<file path="src/rtl/wdt_ctl_pkg.sv">
package wdt_ctl_pkg;
    localparam int REG_W     = 16;
    localparam int LOCK_BIT  = 12;
    localparam int HALT_BIT  = 11;
    localparam int ROUTE_BIT = 9;
    localparam int INTR_BIT  = 0;

    typedef enum logic [1:0] {
        ISEL_NONE = 2'b00,
        ISEL_IRQ  = 2'b01,
        ISEL_SMI  = 2'b10,
        ISEL_RSVD = 2'b11
    } isel_e;

    typedef struct packed {
        logic lock;
        logic halt;
        logic route;
    } ctl_t;
endpackage

</file>
<file path="src/rtl/wdt_sync.sv">
module wdt_sync #(
    parameter int STAGES = 2
) (
    input  logic clk,
    input  logic rst_n,
    input  logic din,
    output logic dout
);
    logic [STAGES-1:0] sh_d, sh_q;

    always_comb begin
        sh_d = {sh_q[STAGES-2:0], din};
    end

    always_ff @(posedge clk or negedge rst_n) begin
        if (!rst_n) sh_q <= '0;
        else        sh_q <= sh_d;
    end

    assign dout = sh_q[STAGES-1];
endmodule

</file>
<file path="src/rtl/wdt_intr_latch.sv">
module wdt_intr_latch #(
    parameter int REC_CYC = 8125
) (
    input  logic clk,
    input  logic rst_n,
    input  logic evt,
    input  logic clr_wr,
    output logic det
);
    localparam int CW = $clog2(REC_CYC + 1);

    typedef struct packed {
        logic          det;
        logic          pend;
        logic [CW-1:0] cnt;
    } lst_t;

    lst_t st_d, st_q;

    always_comb begin
        st_d = st_q;
        if (evt) begin
            // set has priority over any clear; remember the clear
            st_d.det  = 1'b1;
            st_d.cnt  = '0;
            st_d.pend = st_q.pend | clr_wr;
        end else if ((clr_wr || st_q.pend) && st_q.det && st_q.cnt == '0) begin
            st_d.cnt  = CW'(REC_CYC);
            st_d.pend = 1'b0;
        end else if (st_q.cnt != '0) begin
            st_d.cnt = st_q.cnt - 1'b1;
            if (st_q.cnt == CW'(1)) st_d.det = 1'b0;
        end
    end

    always_ff @(posedge clk or negedge rst_n) begin
        if (!rst_n) st_q <= '0;
        else        st_q <= st_d;
    end

    assign det = st_q.det;
endmodule

</file>
<file path="src/rtl/wdt_irq_route.sv">
module wdt_irq_route
    import wdt_ctl_pkg::*;
(
    input  logic  nmi_evt,
    input  logic  route,
    input  logic  glb_smi_en,
    input  logic  nmi_dis,
    input  logic  det,
    input  isel_e sel,
    output logic  smi,
    output logic  nmi
);
    logic nmi_smi, intr_smi;

    always_comb begin
        nmi_smi  = nmi_evt && route && glb_smi_en && !nmi_dis;
        intr_smi = det && (sel == ISEL_SMI);
        smi      = nmi_smi || intr_smi;
        nmi      = nmi_evt && !route && !nmi_dis;
    end
endmodule

</file>
<file path="src/rtl/wdt_ctl_regs.sv">
module wdt_ctl_regs
    import wdt_ctl_pkg::*;
#(
    parameter int REC_CYC     = 8125,
    parameter int SYNC_STAGES = 2
) (
    input  logic              clk,
    input  logic              rst_n,
    input  logic              rtc_rst_n,
    input  logic              bus_wr,
    input  logic [REG_W-1:0]  bus_wdata,
    output logic [REG_W-1:0]  bus_rdata,
    input  logic              glb_smi_en,
    input  logic              nmi_dis,
    input  logic              nmi_evt,
    input  logic              intr_n,
    input  logic [1:0]        intr_sel,
    output logic              wden_wr_block,
    output logic              wdt_halt,
    output logic              smi_req,
    output logic              nmi_req
);
    ctl_t ctl_d, ctl_q;
    logic intr_s;
    logic det;
    logic clr_wr;

    always_comb begin
        ctl_d = ctl_q;
        if (bus_wr) begin
            ctl_d.lock  = ctl_q.lock | bus_wdata[LOCK_BIT];
            ctl_d.halt  = bus_wdata[HALT_BIT];
            ctl_d.route = bus_wdata[ROUTE_BIT];
        end
    end

    always_ff @(posedge clk or negedge rst_n) begin
        if (!rst_n) ctl_q <= '0;
        else        ctl_q <= ctl_d;
    end

    wdt_sync #(.STAGES(SYNC_STAGES)) u_sync (
        .clk  (clk),
        .rst_n(rtc_rst_n),
        .din  (~intr_n),
        .dout (intr_s)
    );

    assign clr_wr = bus_wr && bus_wdata[INTR_BIT];

    wdt_intr_latch #(.REC_CYC(REC_CYC)) u_latch (
        .clk   (clk),
        .rst_n (rtc_rst_n),
        .evt   (intr_s),
        .clr_wr(clr_wr),
        .det   (det)
    );

    wdt_irq_route u_route (
        .nmi_evt   (nmi_evt),
        .route     (ctl_q.route),
        .glb_smi_en(glb_smi_en),
        .nmi_dis   (nmi_dis),
        .det       (det),
        .sel       (isel_e'(intr_sel)),
        .smi       (smi_req),
        .nmi       (nmi_req)
    );

    always_comb begin
        bus_rdata            = '0;
        bus_rdata[LOCK_BIT]  = ctl_q.lock;
        bus_rdata[HALT_BIT]  = ctl_q.halt;
        bus_rdata[ROUTE_BIT] = ctl_q.route;
        bus_rdata[INTR_BIT]  = det;
    end

    assign wden_wr_block = ctl_q.lock;
    assign wdt_halt      = ctl_q.halt;
endmodule

</file>
<file path="config.mk">
export PLATFORM = sky130hd
export DESIGN_NAME = wdt_ctl_regs
export DESIGN_NICKNAME = d
export VERILOG_FILES = /design/src/rtl/wdt_ctl_pkg.sv /design/src/rtl/wdt_sync.sv /design/src/rtl/wdt_intr_latch.sv /design/src/rtl/wdt_irq_route.sv /design/src/rtl/wdt_ctl_regs.sv
export SDC_FILE = /design/constraint.sdc
export NUM_CORES = 1
export LEC_CHECK = 0
export CORE_MARGIN = 1.5
export CORE_UTILIZATION = 35
export DETAILED_ROUTE_END_ITERATION = 10
export GPL_TIMING_DRIVEN = 0
export PLACE_DENSITY = 0.68
export SKIP_LAST_GASP = 1
export SLEW_MARGIN = 0
export SYNTH_ARGS = -nofsm -noshare
export SYNTH_HDL_FRONTEND = slang
export SYNTH_SLANG_ARGS = --single-unit
</file>
<file path="constraint.sdc">
create_clock -name clk -period 1.9 [get_ports clk]
set_input_delay 0.19 -clock clk [delete_from_list [all_inputs] [get_ports clk]]
set_output_delay 0.19 -clock clk [all_outputs]
set_load 0.005 [all_outputs]
</file>
# --- Word level (Yosys, flattened, before mapping) ---
# Cells that the tools add are included.
word_totals:
  reg_bits: 20
  output_inout_bits: 20
  in_bits: 26
  wordCells: 41
classes:
  eq_ne: 3
  muxes: 7
  bitwise_logic: 3
  add_sub_neg: 1
  n_reduce_logical: 20
op_table:
  columns: ["op", "count"]
  rows:
  - ["$mux W13", 2]
  - ["$mux W15", 1]
  - ["$eq A13 B1 Y1 const B", 1]
  - ["$logic_not A13 Y1", 1]
  - ["$reduce_bool A13 Y1", 1]
  - ["$sub A13 B1 Y13 const B", 1]
  - ["$logic_and A1 B1 Y1", 9]
  - ["$reduce_bool A2 Y1", 3]
  - ["$mux W1", 4]
  - ["$reduce_and A3 Y1", 1]
  - ["$reduce_bool A3 Y1", 1]
  - ["$eq A2 B2 Y1 const B", 1]
  - ["$logic_not A1 Y1", 2]
  - ["$logic_or A1 B1 Y1", 2]
  - ["$ne A2 B2 Y1 const B", 1]
  - ["$or A1 B1 Y1", 2]
  - ["$not A1 Y1", 1]

# --- Logic depth before layout (Yosys ltp) ---
# Gate-level depths: netlist of the first run.
logic_depth:
  depth_word: 6
  mapped_depth: 6
  mapped_depth_nobuf: 6

# --- Modules after synthesis ---
# Synthesis of the first run repeated with hierarchy kept, for this count alone.
unflattened:
  cells_unflattened: 105
  hier_area_um2: 1091.0
modules_own_cells:
  columns: ["mod", "n_inst", "area_per_inst_um2", "cells_each", "seq_area_each_um2"]
  rows:
  - ["wdt_intr_latch", 1, 767.0, 74, 375.4]
  - ["wdt_ctl_regs", 1, 234.0, 24, 75.1]
  - ["wdt_sync", 1, 50.0, 2, 50.0]
  - ["wdt_irq_route", 1, 40.0, 5, 0.0]

# --- Worst setup path before layout of the first run ---
# Ideal clock, no wire load.
synth_path:
  path_kind: "flip-flop to flip-flop"
  from: "reg u_latch.st_q[0] in the netlist's numbering"
  to: "reg u_latch.st_q[1] in the netlist's numbering"
  setup_time_ps: 73
  slack_ps: 133
  path_stages_with_launch: 7
  arrival_ps: 1693
  path_buffers: 0
  synth_period_minus_slack_ps: 1767
  required_time_ps: 1827
  path_cell_list: "dfrtp_1 inv_1 ha_1 nor3b_2 nand4_4 or3_1 a21oi_2"
synth_between:
  elab_chain_len: 4
  elab_cells_between_ends: 8
  classes_between: "1 x add/sub; 3 x mux; 4 x reduce/logical"
synth_lines:
  columns: ["element", "line_no", "source"]
  rows:
  - ["from (decl)", "wdt_intr_latch.sv:18", "lst_t st_d, st_q;"]
  - ["from (signal assigned)", "wdt_intr_latch.sv:38", "else st_q <= st_d;"]
  - ["$sub A13 B1 Y13 / $logic_not A13 Y1 (equally long branches)", "wdt_intr_latch.sv:31, wdt_intr_latch.sv:27", null]
  - ["$mux W13 / $logic_and A1 B1 Y1 (equally long branches)", "wdt_intr_latch.sv:30, wdt_intr_latch.sv:27", null]
  - ["$mux W13", "wdt_intr_latch.sv:27", "end else if ((clr_wr || st_q.pend) && st_q.det && st_q.cnt == '0) begin"]
  - ["$mux W15", "wdt_intr_latch.sv:22", "if (evt) begin"]
# Parallel ways exist; a longest one is shown, timed or not. The select of a mux whose other input is x is not followed.
# A chain may end at the register's enable or synchronous reset.

# --- Final worst setup path of the first run ---
# Ends and elaborated chain as after synthesis.

==> impl_metrics.json, run 1 <==
{
  "status": "completed",
  "seq_power_share": 0.403,
  "die_x_um": 59.4,
  "yosysWarningCount": 0,
  "clk_transition_reported_paths_ps": 100,
  "grt_max_degree": 18,
  "cts.sinks": 20,
  "critPathCaptureType": "flop",
  "grt_pass1_vias": 836,
  "rr_worst_depth": 6,
  "critPathMaxStageDelay_ps": 460,
  "layout_common_cells": "21 x clkdlybuf4s50_1, 20 x dfrtp_1, 19 x buf_4, 12 x conb_1, 10 x nor2_1",
  "first_iter_violations": 27,
  "place_congestion": 0.787,
  "synth.cell_area_um2": 1110,
  "crit_arrival_ps": 1990,
  "clk_latency_ps": 290,
  "p_per_area_nw_per_um2": 1250,
  "p_leak_nw": 0.656,
  "wirelength_um": 2100,
  "synth.distinct_cells": 35,
  "hold_buffers": 0,
  "clockPowerShare": 0.102,
  "cts_root_buf": "clkbuf_4",
  "power_switching_mw": 0.768,
  "drc": 0,
  "grt_usage": 0.135,
  "finalCritPeriodShare": 0.931,
  "post-dp-hpwl_um": 1680,
  "synth_seq_cells": 20,
  "ir_drop_uv": 637,
  "final_max_slew_viol_count": 0,
  "wl_per_cell_um": 10.9,
  "min_path_type": "in2async",
  "grt_pass1_wl_um": 3650,
  "fin_util": 0.488,
  "antennaDiodeCount": 0,
  "synth_top_area_share": 0.449,
  "synth_top_area_cell": "dfrtp_1",
  "ctsLongestPathBuffers": 2,
  "critPathRequiredTime_ps": 2120,
  "path_class": "reg2reg",
  "cts_inserted_buffers": 3,
  "fmax_mhz": 566,
  "row_count": 20,
  "syn_inst": 111,
  "fillers": 289,
  "layout-drive-gt1-share": 0.195,
  "start_util": 0.368,
  "slowest_stage": "dfrtp_1",
  "finalClockSkew_ps": 4.84,
  "synthSimpleGateAreaFrac": 0.206,
  "vias": 882,
  "synth_top_family_by_area": "simple AND/OR/NAND/NOR gates",
  "start_kind": "flop",
  "p_sw_frac": 0.414,
  "antenna_found_initial": 0,
  "power.share.combinational": 0.494,
  "path_max_fanout": 7,
  "p_int_mw": 1.09,
  "final_nets": 179,
  "final_common_cell": "clkdlybuf4s50_1",
  "min_period_ps": 1770,
  "yosysSeqAreaShare": 0.449,
  "synth-adder-area-share": 0.0225,
  "cts_max_level": 1,
  "io_buffer_count": 21,
  "synth_compound_area_frac": 0.135,
  "yosys-top-cells-area": "dfrtp_1 45%, buf_4 11%, nor2_1 3.4%",
  "viasPerCell": 4.57,
  "avgSynthCellArea_um2": 10.0,
  "core-area_um2": 3030,
  "firstDrtPassIters": 4,
  "regArea_um2": 500,
  "ant_nets": 0,
  "fp.dieH_um": 59.4,
  "maxCapViolCount": 0,
  "synth_xor_xnor_area_share": 0.0393,
  "cts_tree": "built",
  "final-hold-violation-count": 0,
  "io_pins": 46,
  "area_growth_pct": 32.8,
  "dieArea_um2": 3530,
  "relSlewSlack": 0.511,
  "whs_ps": 71.9,
  "tightest_slew_ps": 731,
  "multi_input_area_um2": 529,
  "overflow": 0,
  "rsz0062_at_grt": "false",
  "muxShareOfSynthArea": 0.0202,
  "setup_tns_ps": 0,
  "path_cells": "inv_1 -> ha_1 -> nor3b_4 -> nand4_4 -> or3_1 -> a21oi_2",
  "regToRegSetupSlack_ps": 130,
  "setup-violations-final": 0
}
==> sequential cells by signal, summed over array words and instances, names as in the netlist <==
name	flops
bus_rdata	1
u_sync.sh_q	2
u_latch.st_q	14
u_latch.det	1
wdt_halt	1
wden_wr_block	1
==> critical path: cells and delay by family (launching register included) <==
family,cells,cell delay (ps)
AO/OA/AOI/OAI,1,140
buffers and inverters,1,90
flip-flops,1,460
AND/OR/NAND/NOR,3,810
adder cells (fa/ha/maj),1,200
==> final cells by class <==
type                    instances  area share
plain buffers                  16      0.0812
clock buffers                   3      0.0152
inverters                       5      0.0127
multi-input cells              81       0.358
flip-flops and latches         20       0.338
well taps                      44      0.0372
repair buffers                 24       0.157
==> cells in the mapped netlist <==
library cell	n
nor3_1	4
dfrtp_1	20
buf_4	16
o21bai_2	1
and2_1	1
o21ai_0	5
nand3b_1	1
nand4_4	1
xor2_1	2
or2_1	1
nor4b_1	1
a211oi_1	3
a21o_1	3
nor3b_2	1
nand2_1	8
nand3_1	1
a31oi_1	3
or2b_1	1
conb_1	1
a21oi_1	2
xnor2_1	3
o311ai_0	1
o31ai_1	2
nor2_1	10
mux2_2	2
nand2b_1	1
o21a_1	1
ha_1	2
nand4_1	1
inv_1	5
nor4_1	1
nor4_4	1
a21oi_2	1
or3_1	3
or4_1	1
==> stage by stage <==
| stage | cells | total power [mW] | setup WS [ps] | cell area [um2] |
|---|---|---|---|---|
| global placement | 187 | 1.57 | -134 | 1420 |
| CTS | 191 | 1.84 | 79.6 | 1460 |
| global route | 193 | 2.02 | 4.19 | 1480 |
| finish | 193 | 1.85 | 132 | 1480 |
| floorplan | 122 | 1.38 | 133 | 1150 |
| detailed placement | 187 | 1.60 | -153 | 1420 |
==> routing by layer <==
layer	up-vias	part of all wire	GRT usage
met5	-	0	0
met4	0	0.0052	0.0584
met3	2	0.030	0.0131
met2	18	0.54	0.224
met1	423	0.42	0.177
li1	439	-	-
==> final timing paths <==
kind	from	end
worst max register to register	u_latch.st_q[0]$_DFFE_PN0P_	u_latch.st_q[1]$_DFFE_PN0P_
worst max-delay path	u_latch.st_q[0]$_DFFE_PN0P_	u_latch.st_q[1]$_DFFE_PN0P_
worst min-delay path	rst_n	wden_wr_block$_DFFE_PN0P_
min in group clk	intr_n	u_sync.sh_q[0]$_DFF_PN0_
worst min register to register	u_sync.sh_q[0]$_DFF_PN0_	u_sync.sh_q[1]$_DFF_PN0_
max in group asynchronous	rtc_rst_n	u_latch.st_q[6]$_DFFE_PN0P_
==> repair_timing <==
action                                  in CTS  in global routing
setup buffers                                1                  2
pin swaps                                    0                  1
endpoints found under the setup margin      11                  2
hold endpoints to repair                     0                  0
gates resized for setup                      2                  0
==> kinds of logic (layout without fill, tap and decap cells) <==
family	Yosys count	in the layout
AOI/OAI and AO/OA	22	22
xor gates and xnor gates	5	5
adders and majority gates	2	2
buffers and inverters	21	48
DFF	20	20
muxes	2	2
other	1	12
and+or+nand+nor	38	38
==> power by group through the flow <==
stage                     sequential (mW)  combinational (mW)  clock [mW]
after floorplan                     0.707               0.672           0
after global placement              0.732               0.834           0
after detailed placement            0.748               0.848           0
after CTS                           0.745               0.891       0.203
after global routing                0.769                1.03       0.214
final                               0.747               0.916       0.190
Power figures use the tool's default switching activity.
==> inputs of run 2 (changes only) <==
MAX_ROUTING_LAYER = met4   (was not set)
REMOVE_ABC_BUFFERS = 1   (was not set)
clock period = 2 ns   (was 1.9 ns; I/O delays follow)
==> run 2 against run 1 <==
Against the previous run:
- worst setup slack worse by 6.4 ps
- die area unchanged
- first-iteration DRC count decreased by 22%
- flip-flop and latch count unchanged
- power shrank 4.1%
- count of clock-buffer cells in the layout is the same
- non-clock buffer count down 16
- core utilization down 3.8 points
- via count down 5.9%
- critical path type unchanged
- critical endpoint unchanged
- largest power group unchanged
- highest routed layer unchanged
==> impl_metrics.json, run 2 (synthesis results as in run 1) <==
{
  "status": "completed",
  "wirelength_um": 2200,
  "io_pins": 46,
  "finalCritPeriodShare": 0.937,
  "antenna_found_initial": 0,
  "dieArea_um2": 3530,
  "grt_pass1_vias": 791,
  "finalWorstSetupSlack_ps": 126,
  "final-hold-violation-count": 0,
  "cpLargestDelayFamily": "simple AND/OR/NAND/NOR gates",
  "grt_pass1_wl_um": 3410,
  "first_iter_violations": 21,
  "critPathCaptureType": "flop",
  "post-dp-hpwl_um": 1660,
  "path_max_fanout": 9,
  "min_period_ps": 1870,
  "overflow": 0,
  "cts_max_level": 1,
  "cts_tree": "built",
  "layout_common_cells": "21 x clkdlybuf4s50_1, 19 x dfrtp_1, 12 x conb_1, 10 x nor2_1, 8 x nand2_1",
  "reg.largest.list": "u_latch.st_q: 14 flops, u_sync.sh_q: 2 flops",
  "wl_per_cell_um": 12.4,
  "start_util": 0.368,
  "clk_latency_ps": 300,
  "final_common_cell": "clkdlybuf4s50_1",
  "final_max_slew_viol_count": 0,
  "viasPerCell": 4.69,
  "place_congestion": 0.776,
  "ir_drop_uv": 445,
  "largest_reg_flops": 14,
  "grt_max_degree": 18,
  "min_path_type": "in2async",
  "firstDrtPassIters": 4,
  "ant_nets": 0,
  "ctsLongestPathBuffers": 2,
  "die_x_um": 59.4,
  "drc": 0,
  "antennaDiodeCount": 0,
  "final_nets": 163,
  "setup-violations-final": 0,
  "area_growth_pct": 22.6,
  "io_buffer_count": 21,
  "crit_arrival_ps": 2110,
  "slowest_stage": "dfrtp_1",
  "vias": 830,
  "layout-drive-gt1-share": 0.120,
  "p_leak_nw": 0.573,
  "post_dp_cell_area_um2": 1300,
  "grt_usage": 0.132,
  "rsz0062_at_grt": "false",
  "fin_area_um2": 1370,
  "fp.dieH_um": 59.4,
  "p_per_area_nw_per_um2": 1300,
  "path_class": "reg2reg",
  "place_ws_ps": -51.5,
  "critPathRequiredTime_ps": 2240,
  "core-area_um2": 3030,
  "fmax_mhz": 533,
  "finalClockSkew_ps": 10.1,
  "cts_inserted_buffers": 3,
  "critPathMaxStageDelay_ps": 430,
  "relSlewSlack": 0.480,
  "cts_root_buf": "clkbuf_4",
  "maxCapViolCount": 0,
  "path_cells": "inv_1 -> ha_2 -> nor3b_4 -> nand4_4 -> or3_1 -> a21oi_2",
  "worst-path-buf-inv": 1,
  "start_kind": "flop",
  "cts.sinks": 20,
  "clk_transition_reported_paths_ps": 110,
  "row_count": 20,
  "largest_register": "u_latch.st_q",
  "tightest_slew_ps": 777
}
[run 2: metal layers]
layer,GRT usage,part of all wire
met1,0.158,0.42
met4,0.0390,0.011
met2,0.220,0.54
met5,-,0
met3,0.0328,0.028
[run 2: worst register-to-register path: cells and delay by family (launching register included)]
| kind | cells | cell delay (ps) |
|---|---|---|
| AND/OR/NAND/NOR | 3 | 920 |
| flip-flops | 1 | 430 |
| adder cells (fa/ha/maj) | 1 | 220 |
| AO/OA/AOI/OAI | 1 | 140 |
| buffers and inverters | 1 | 110 |
[run 2: final timing paths]
| check | from | endpoint | cells after the start | slack (ps) |
|---|---|---|---|---|
| setup / recovery | u_latch.st_q[1]$_DFFE_PN0P_ | u_latch.st_q[1]$_DFFE_PN0P_ | 6 | 130 |
| hold / removal | rst_n | bus_rdata[9]$_DFFE_PN0P_ | 1 | 80 |
| setup reg to reg | u_latch.st_q[1]$_DFFE_PN0P_ | u_latch.st_q[1]$_DFFE_PN0P_ | 6 | 130 |
| hold reg to reg | u_sync.sh_q[0]$_DFF_PN0_ | u_sync.sh_q[1]$_DFF_PN0_ | 0 | 360 |
| max in group asynchronous | rtc_rst_n | u_latch.st_q[0]$_DFFE_PN0P_ | 1 | 1130 |
| min in group clk | u_sync.sh_q[0]$_DFF_PN0_ | u_sync.sh_q[1]$_DFF_PN0_ | 0 | 360 |
[run 2: what timing repair did]
item | 4_1_cts | 5_1_grt
setup buffers | 0 | 3
endpoints found under the setup margin | 11 | 11
resized for setup | 1 | 4
endpoints found under the hold margin | 0 | 0
pin swaps | 0 | 1
hold buffers | 0 | 0
[run 2: cell type report]
cell class	count	area [um2]
sequential	20	502
clock buffer	3	22.5
tap	44	55.1
multi-input combinational	81	534
timing repair buffer	24	233
inverter	5	18.8
fill	309	1660
[run 2: through the flow]
stage / TNS (ps) / util / power [mW] / cells / hold WS, ps
2_1_floorplan: 0 / - / 1.28 / 106 / -95.6
3_3_place_gp: -308 / 0.429 / 1.46 / 171 / 332
3_5_place_dp: -333 / 0.429 / 1.49 / 171 / 340
4_1_cts: 0 / 0.439 / 1.70 / 174 / 70.7
5_1_grt: 0 / 0.451 / 1.92 / 177 / 69.9
6_report: 0 / 0.451 / 1.78 / 177 / 78.8
[run 2: power breakdown]
group | internal (mW) | switching (mW) | leakage [nW]
combinational | 0.420 | 0.466 | 0.315
clock | 0.0701 | 0.113 | 0.0138
sequential | 0.537 | 0.171 | 0.244
